<file path="config.mk">
export PLATFORM = sky130hd
export DESIGN_NAME = smbus_host_regs
export DESIGN_NICKNAME = d
export VERILOG_FILES = /design/src/rtl/smbus_host_pkg.sv /design/src/rtl/smbus_host_ctrl.sv /design/src/rtl/smbus_host_dp.sv /design/src/rtl/smbus_host_regs.sv
export SDC_FILE = /design/constraint.sdc
export NUM_CORES = 1
export LEC_CHECK = 0
export ABC_AREA = 1
export BUFFER_PORTS_ARGS = -buffer_cell sky130_fd_sc_hd__buf_2
export CAP_MARGIN = 20
export CORE_UTILIZATION = 35
export CTS_CLUSTER_SIZE = 25
export DETAILED_ROUTE_END_ITERATION = 7
export GPL_TIMING_DRIVEN = 0
export PLACE_DENSITY_LB_ADDON = 0.3
export SYNTH_ARGS = -nofsm -noshare
export SYNTH_HDL_FRONTEND = slang
export SYNTH_SLANG_ARGS = --single-unit
</file>
<file path="constraint.sdc">
create_clock -name clk -period 3 [get_ports clk]
set_input_delay 0.6 -clock clk [delete_from_list [all_inputs] [get_ports clk]]
set_output_delay 0.6 -clock clk [all_outputs]
set_load 0.01 [all_outputs]
</file>
<file path="src/rtl/smbus_host_pkg.sv">
package smbus_host_pkg;

  // Offsets within the window; software decodes these.
  localparam int unsigned OFS_STAT = 0;
  localparam int unsigned OFS_CTRL = 2;
  localparam int unsigned OFS_CMD  = 3;
  localparam int unsigned OFS_ADDR = 4;
  localparam int unsigned OFS_D0   = 5;
  localparam int unsigned OFS_D1   = 6;
  localparam int unsigned OFS_BLK  = 7;

  typedef enum logic [3:0] {
    SEL_ZERO,
    SEL_ONES,
    SEL_STAT,
    SEL_CTRL,
    SEL_CMD,
    SEL_ADDR,
    SEL_D0,
    SEL_D1,
    SEL_BLK
  } rdSel_e;

  // Strobes from control decode to the datapath.
  typedef struct packed {
    logic   wrStat;
    logic   wrCtrl;
    logic   wrCmd;
    logic   wrAddr;
    logic   wrD0;
    logic   wrD1;
    logic   wrBlk;
    logic   rdFire;
    rdSel_e rdSel;
  } strobes_t;

endpackage

</file>
<file path="src/rtl/smbus_host_ctrl.sv">
module smbus_host_ctrl
  import smbus_host_pkg::*;
#(
  parameter int ADDR_W = 4
) (
  input  logic              ioSpaceEn,
  input  logic              hostEn,
  input  logic              wrEn,
  input  logic              rdEn,
  input  logic [ADDR_W-1:0] addr,
  output strobes_t          st
);

  logic accessOk;
  assign accessOk = ioSpaceEn | hostEn;

  always_comb begin
    st       = '0;
    st.rdSel = SEL_ZERO;
    if (wrEn) begin
      // A write wins; a read asserted in the same cycle is dropped.
      if (accessOk) begin
        case (addr)
          ADDR_W'(OFS_STAT): st.wrStat = 1'b1;
          ADDR_W'(OFS_CTRL): st.wrCtrl = 1'b1;
          ADDR_W'(OFS_CMD):  st.wrCmd  = 1'b1;
          ADDR_W'(OFS_ADDR): st.wrAddr = 1'b1;
          ADDR_W'(OFS_D0):   st.wrD0   = 1'b1;
          ADDR_W'(OFS_D1):   st.wrD1   = 1'b1;
          ADDR_W'(OFS_BLK):  st.wrBlk  = 1'b1;
          default: ;
        endcase
      end
    end else if (rdEn) begin
      st.rdFire = 1'b1;
      if (!accessOk) begin
        st.rdSel = SEL_ONES;
      end else begin
        case (addr)
          ADDR_W'(OFS_STAT): st.rdSel = SEL_STAT;
          ADDR_W'(OFS_CTRL): st.rdSel = SEL_CTRL;
          ADDR_W'(OFS_CMD):  st.rdSel = SEL_CMD;
          ADDR_W'(OFS_ADDR): st.rdSel = SEL_ADDR;
          ADDR_W'(OFS_D0):   st.rdSel = SEL_D0;
          ADDR_W'(OFS_D1):   st.rdSel = SEL_D1;
          ADDR_W'(OFS_BLK):  st.rdSel = SEL_BLK;
          default:           st.rdSel = SEL_ZERO;
        endcase
      end
    end
  end

endmodule

</file>
<file path="src/rtl/smbus_host_dp.sv">
module smbus_host_dp
  import smbus_host_pkg::*;
#(
  parameter int DATA_W    = 8,
  parameter int BUF_DEPTH = 32,
  parameter int CTRL_RD_W = 5
) (
  input  logic              clk,
  input  logic              rstN,
  input  strobes_t          st,
  input  logic [DATA_W-1:0] wrData,
  output logic [DATA_W-1:0] rdData,
  output logic              rdValid,
  output logic              startPulse
);

  localparam int IDX_W = $clog2(BUF_DEPTH);
  localparam logic [IDX_W-1:0] IDX_LAST = IDX_W'(BUF_DEPTH - 1);

  logic [DATA_W-1:0]    statReg;
  logic [CTRL_RD_W-1:0] ctrlReg;
  logic [DATA_W-1:0]    cmdReg;
  logic [DATA_W-1:0]    tgtReg;
  logic [DATA_W-1:0]    d0Reg;
  logic [DATA_W-1:0]    d1Reg;
  logic [IDX_W-1:0]     blkIdx;
  logic [IDX_W-1:0]     blkIdxBump;
  logic [DATA_W-1:0]    blkMem [BUF_DEPTH];
  logic [DATA_W-1:0]    rdMux;
  logic                 rewind;
  logic                 advance;

  assign blkIdxBump = (blkIdx == IDX_LAST) ? '0 : blkIdx + 1'b1;
  assign rewind  = st.wrStat | (st.rdFire & (st.rdSel == SEL_CTRL));
  assign advance = st.wrBlk  | (st.rdFire & (st.rdSel == SEL_BLK));

  always_ff @(posedge clk) begin
    if (!rstN) begin
      statReg <= '0;
      ctrlReg <= '0;
      cmdReg  <= '0;
      tgtReg  <= '0;
      d0Reg   <= '0;
      d1Reg   <= '0;
    end else begin
      if (st.wrStat) statReg <= '0;
      if (st.wrCtrl) ctrlReg <= wrData[CTRL_RD_W-1:0];
      if (st.wrCmd)  cmdReg  <= wrData;
      if (st.wrAddr) tgtReg  <= wrData;
      if (st.wrD0)   d0Reg   <= wrData;
      if (st.wrD1)   d1Reg   <= wrData;
    end
  end

  always_ff @(posedge clk) begin
    if (!rstN)        blkIdx <= '0;
    else if (rewind)  blkIdx <= '0;
    else if (advance) blkIdx <= blkIdxBump;
  end

  for (genvar e = 0; e < BUF_DEPTH; e++) begin : gEntry
    always_ff @(posedge clk) begin
      if (!rstN)
        blkMem[e] <= '0;
      else if (st.wrBlk && (blkIdx == IDX_W'(e)))
        blkMem[e] <= wrData;
    end
  end

  always_comb begin
    case (st.rdSel)
      SEL_ONES: rdMux = '1;
      SEL_STAT: rdMux = statReg;
      SEL_CTRL: rdMux = {{(DATA_W-CTRL_RD_W){1'b0}}, ctrlReg};
      SEL_CMD:  rdMux = cmdReg;
      SEL_ADDR: rdMux = tgtReg;
      SEL_D0:   rdMux = d0Reg;
      SEL_D1:   rdMux = d1Reg;
      SEL_BLK:  rdMux = blkMem[blkIdx];
      default:  rdMux = '0;
    endcase
  end

  always_ff @(posedge clk) begin
    if (!rstN) begin
      rdData     <= '0;
      rdValid    <= 1'b0;
      startPulse <= 1'b0;
    end else begin
      rdValid    <= st.rdFire;
      startPulse <= st.wrCtrl;
      if (st.rdFire) rdData <= rdMux;
    end
  end

endmodule

</file>
<file path="src/rtl/smbus_host_regs.sv">
module smbus_host_regs
  import smbus_host_pkg::*;
#(
  parameter int ADDR_W    = 4,
  parameter int DATA_W    = 8,
  parameter int BUF_DEPTH = 32,
  parameter int CTRL_RD_W = 5
) (
  input  logic              clk,
  input  logic              rstN,
  input  logic              ioSpaceEn,
  input  logic              hostEn,
  input  logic              wrEn,
  input  logic              rdEn,
  input  logic [ADDR_W-1:0] addr,
  input  logic [DATA_W-1:0] wrData,
  output logic [DATA_W-1:0] rdData,
  output logic              rdValid,
  output logic              startPulse
);

  strobes_t st;

  smbus_host_ctrl #(.ADDR_W(ADDR_W)) ctrl_i (
    .ioSpaceEn(ioSpaceEn),
    .hostEn   (hostEn),
    .wrEn     (wrEn),
    .rdEn     (rdEn),
    .addr     (addr),
    .st       (st)
  );

  smbus_host_dp #(
    .DATA_W   (DATA_W),
    .BUF_DEPTH(BUF_DEPTH),
    .CTRL_RD_W(CTRL_RD_W)
  ) dp_i (
    .clk       (clk),
    .rstN      (rstN),
    .st        (st),
    .wrData    (wrData),
    .rdData    (rdData),
    .rdValid   (rdValid),
    .startPulse(startPulse)
  );

endmodule

</file>
* After elaboration in Yosys (flattened, before gate mapping)
Memories as Yosys holds them, arrays and structs flattened. A register that Yosys moved wholly into a read port is not among the register bits.
Index checks and enable logic that the tools add are counted.
** Cells by class
- Muxes and demuxes :: 146
- Equal/unequal tests :: 44
- Add/sub/neg operators :: 1
- Bitwise gates (word level) :: 38
- Reduce and logical (&&, ||, !) cells :: 35
** Operators with widths (number)
- $mux W8 :: 32
- $mux W1 :: 104
- $eq A5 B5 Y1 const B :: 16
- $pmux W8 S7 :: 1
- $eq A5 B4 Y1 const B :: 8
- $or A1 B1 Y1 :: 35
- $eq A4 B3 Y1 const B :: 8
- $logic_and A1 B1 Y1 :: 32
- $pmux W4 S7 :: 1
- $mux W5 :: 5
- $eq A5 B3 Y1 const B :: 4
- $mux W7 :: 2
- $eq A4 B2 Y1 const B :: 3
- $eq A5 B2 Y1 const B :: 2
- $add A5 B1 Y5 const B :: 1
- $eq A5 B1 Y1 const B :: 1
- $logic_not A5 Y1 :: 1
- $eq A4 B1 Y1 const B :: 1
- $eq A4 B4 Y1 const B :: 1
- $logic_not A4 Y1 :: 1
- $mux W4 :: 1
- $and A1 B1 Y1 :: 2
- $reduce_or A2 Y1 :: 1
- $not A1 Y1 :: 1
** Storage, ports and cells
- Memories :: 1
- RAM bits :: 256
- Register bits after elaboration :: 52
** Memory list
- dp_i.blkMem :: words 32, width 8, rd ports 1, clocked after memory_dff 1, wr ports 32, line smbus_host_dp.sv:28 : logic [DATA_W-1:0] blkMem [BUF_DEPTH];

* Logic depth before layout (Yosys ltp)
- Word-level depth :: 10
- Mapped depth :: 14
- Mapped depth without buffers :: 12

* Modules after synthesis
Synthesis repeated with hierarchy kept, for this count alone.
** Unflattened totals
- Cell total of the unflattened synthesis :: 1591
- Area total of the unflattened synthesis :: 14401.3 um^2
** Modules (own cells, without submodules)
- smbus_host_dp :: cells an instance 1546, area each 14199.9 um^2, times used 1
- smbus_host_ctrl :: cells an instance 45, area each 201.4 um^2, times used 1

* Least setup slack after synthesis
No wires, ideal clock.
- Kind :: input to register
- Start point :: input port ioSpaceEn
- End point :: memory dp_i.blkMem[16][0] (enable)
- Arrival time :: 2.186 ns
- Path slack :: 0.430 ns
- Cell stages on the path :: 11
- Data required time :: 2.616 ns
- Cell sequence :: inv_1 > nand2_2 > inv_2 > nor2_2 > inv_2 > nor2_4 > inv_4 > nor2_8 > inv_2 > buf_2 > o21ai_0
** RTL lines
- start: declaration :: line smbus_host_regs.sv:11 : input logic ioSpaceEn,
- end: declaration :: line smbus_host_dp.sv:28

==> run summary <==
postcts setup bufs -> 0
RSZ-0062 raised after global routing -> no
Levels on crit path -> 11
Seq/Total Area, Yosys -> 59.78%
Area Overhead vs Synth -> 14.94%
remaining global-route overflow -> 0
Netlist cell types -> 32
crit-path cells -> clkbuf_1 -> inv_1 -> buf_1 -> nand3_1 -> nand3_1 -> nand2_1 -> nand2_1 -> nand3_1 -> nand3_1 -> nor2_1 -> nor2_1
Max Cap Viol -> 0
DR iter-0 viols -> 1438
vias in the first global route -> 11680
final instance area -> 0.01697 mm2
drt drc -> 0
Synth top area share -> 52.05%
gr usage total -> 25.11%
GPL Wtd Cong -> 1.022
mapped cell area -> 0.01477 mm2
fmax -> 349.9 MHz
vias per cell -> 5.475
syn nets -> 1613
core box area -> 0.04120 mm2
TritonCTS clock tree -> yes
Final period util -> 95.27%
maximum VDD drop -> 0.0003666 V
hold_buf cts -> 0
Leakage -> 6.455 nW
CTS Buffer Depth -> 3
CTS buffer count -> 36
layout filler cell count -> 4072
Area contributors post-synth -> edfxtp_1 (52%), nand3_1 (9.2%), nor2_1 (7.9%)
slowest cell on the critical path -> buf_1
hold_sp -> wrData[3]
Worst Path Buf+Inv -> 3
R2R depth -> 11
synthesized area per cell -> 9.294 um2
CP Capture Type -> register
first-pass GRT wire length -> 77980 um
Root Driver -> clkbuf_16
drt wl/cell -> 24.08 um
met1 Use GR -> 33.10%
CP delay by family, top -> simple AND/OR/NAND/NOR gates
H-tree depth -> 2
Final setup viols -> 0
setup TNS -> 0 ns
Yosys top cell by area -> edfxtp_1
layout cells sized above 1 -> 12.31%
worst-skew pair later-pin latency -> 0.55 ns
crit path DAT -> 3.33 ns
Max FO, Critical Path -> 10
via count -> 12260
post-layout net count -> 1703
PostCTS Resize Cnt -> 0
Clock Pin Slew Worst Setup and Hold Paths -> 0.06 ns
Initial Utilization -> 35.84%
max incr delay on CP -> 0.71 ns
total power -> 10.15 mW
met2 usage -> 39.90%
IO Pins -> 28
die height -> 207.4 um
Slew headroom -> 20.65%
detailed placement HPWL -> 38050 um
port buffer count -> 26
HP Class -> primary input to register
post-layout min period -> 2.858 ns
die area -> 0.04302 mm2
status -> complete, no violations
Cells after Synth -> 1589
antenna violations before repair -> 1
Slew Viols, Final -> 0
clk sink count -> 313
Crit Path Category -> register to register
DRT Wirelength -> 53920 um
Hold Path Stages -> 3
number of iterations in the first detailed-routing pass -> 5
Fin. Hold Viols -> 0
Synth Register Bits -> 313
Setup crit start kind -> register
DP Area -> 0.01574 mm2
GRT busiest layer -> met2
power per cell area -> 598.1 mW/mm2
final core utilization -> 41.20%
Slew @ Worst Pin -> 1.190 ns
Crit path top cell by count -> nand3_1
met3 global-route usage -> 4.584%
Placement Rows -> 74
WP data required -> 3.47 ns
pin count of the biggest net entering global routing -> 14
skew final -> 0.02007 ns
Synthesis Warnings -> 0
Routed Antenna Nets -> 0
Die Width -> 207.4 um
-- report_power, final --
part           total [mW]  internal, mW  switching (mW)
Combinational       0.646         0.142           0.504
Sequential           4.86          4.82          0.0419
Clock                4.65          2.81            1.84
Total                10.2          7.77            2.38
-- worst reg2reg max path: stages, from the launching register on --
cell	delay (ns)
dfxtp_1	0.29
clkbuf_1	0.26
inv_1	0.25
buf_1	0.71
nand3_1	0.50
nand3_1	0.18
nand2_1	0.08
nand2_1	0.09
nand3_1	0.16
nand3_1	0.16
nor2_1	0.05
nor2_1	0.07
-- worst paths after layout --
path	to	slack, ns
max	dp_i.rdData[3]	0.14
min	dp_i.d1Reg[3]	0.38
min reg2reg	dp_i.d1Reg[1]	0.45
max reg2reg	dp_i.rdData[3]	0.14
-- stage by stage --
| step | cells | worst slack, ns | hold WS [ns] |
|---|---|---|---|
| after floorplan | 1589 | 0.4300 | 0.4237 |
| after global placement | 2147 | -0.8689 | 0.4351 |
| after detailed placement | 2173 | -0.2754 | 0.4385 |
| after CTS | 2238 | 0.1610 | 0.3568 |
| after global routing | 2238 | 0.03235 | 0.3774 |
| final | 2239 | 0.1420 | 0.3811 |
-- logic make-up after synthesis --
family	share of synthesized area, %
buffers and inverters	5.516
flip-flops	59.78
adder cells (fa/ha/maj)	0.5083
AO/OA/AOI/OAI	4.931
AND/OR/NAND/NOR	29.26
-- Yosys cell counts, drive strengths merged --
cell	count
o211ai	4
o21ai	91
nor3	2
nor2	340
nand4	11
a21oi	44
or2	1
buf	48
a211oi	2
edfxtp	256
clkbuf	54
dfxtp	57
and3	1
nand3	292
inv	81
ha	6
clkinv	8
nand2	291
-- final cells by class --
class,count,area [um2],area share (%)
clock inverters,13,172.7,1.017
diodes,1,2.502,0.01474
inverters,89,336.6,1.983
plain buffers,102,478.0,2.816
repair buffers,52,305.3,1.799
clock buffers,52,1060,6.244
flip-flops and latches,313,8828,52.01
multi-input cells,1085,5125,30.19
well taps,532,665.6,3.922
-- flip-flops by register name, indices dropped and copies added (netlist names), named ones only --
signal and flops:
dp_i.tgtReg 8, dp_i.blkIdx 5, dp_i.blkMem 256, dp_i.startPulse 1
dp_i.rdData 8, dp_i.rdValid 1, dp_i.cmdReg 8, dp_i.ctrlReg 5
dp_i.d1Reg 8, dp_i.d0Reg 8
-- layer usage --
| metal | part of all wire (%) | wire [um] |
|---|---|---|
| met5 | 0 | 0 |
| met4 | 4.8 | 2581 |
| met3 | 9.0 | 4862 |
| met2 | 45 | 24500 |
| met1 | 41 | 21980 |
-- cell usage in the layout (no fill, tap or decap), types with 21 or more instances in the layout --
cell,instances
nand3_4,21
buf_2,72
nor2_2,21
a21oi_1,42
clkbuf_1,64
edfxtp_1,256
o21ai_0,76
nand2_1,287
clkbuf_16,40
inv_1,71
dfxtp_1,57
nand3_1,270
nor2_1,312
No activity file was read; power rests on OpenSTA's default activity.
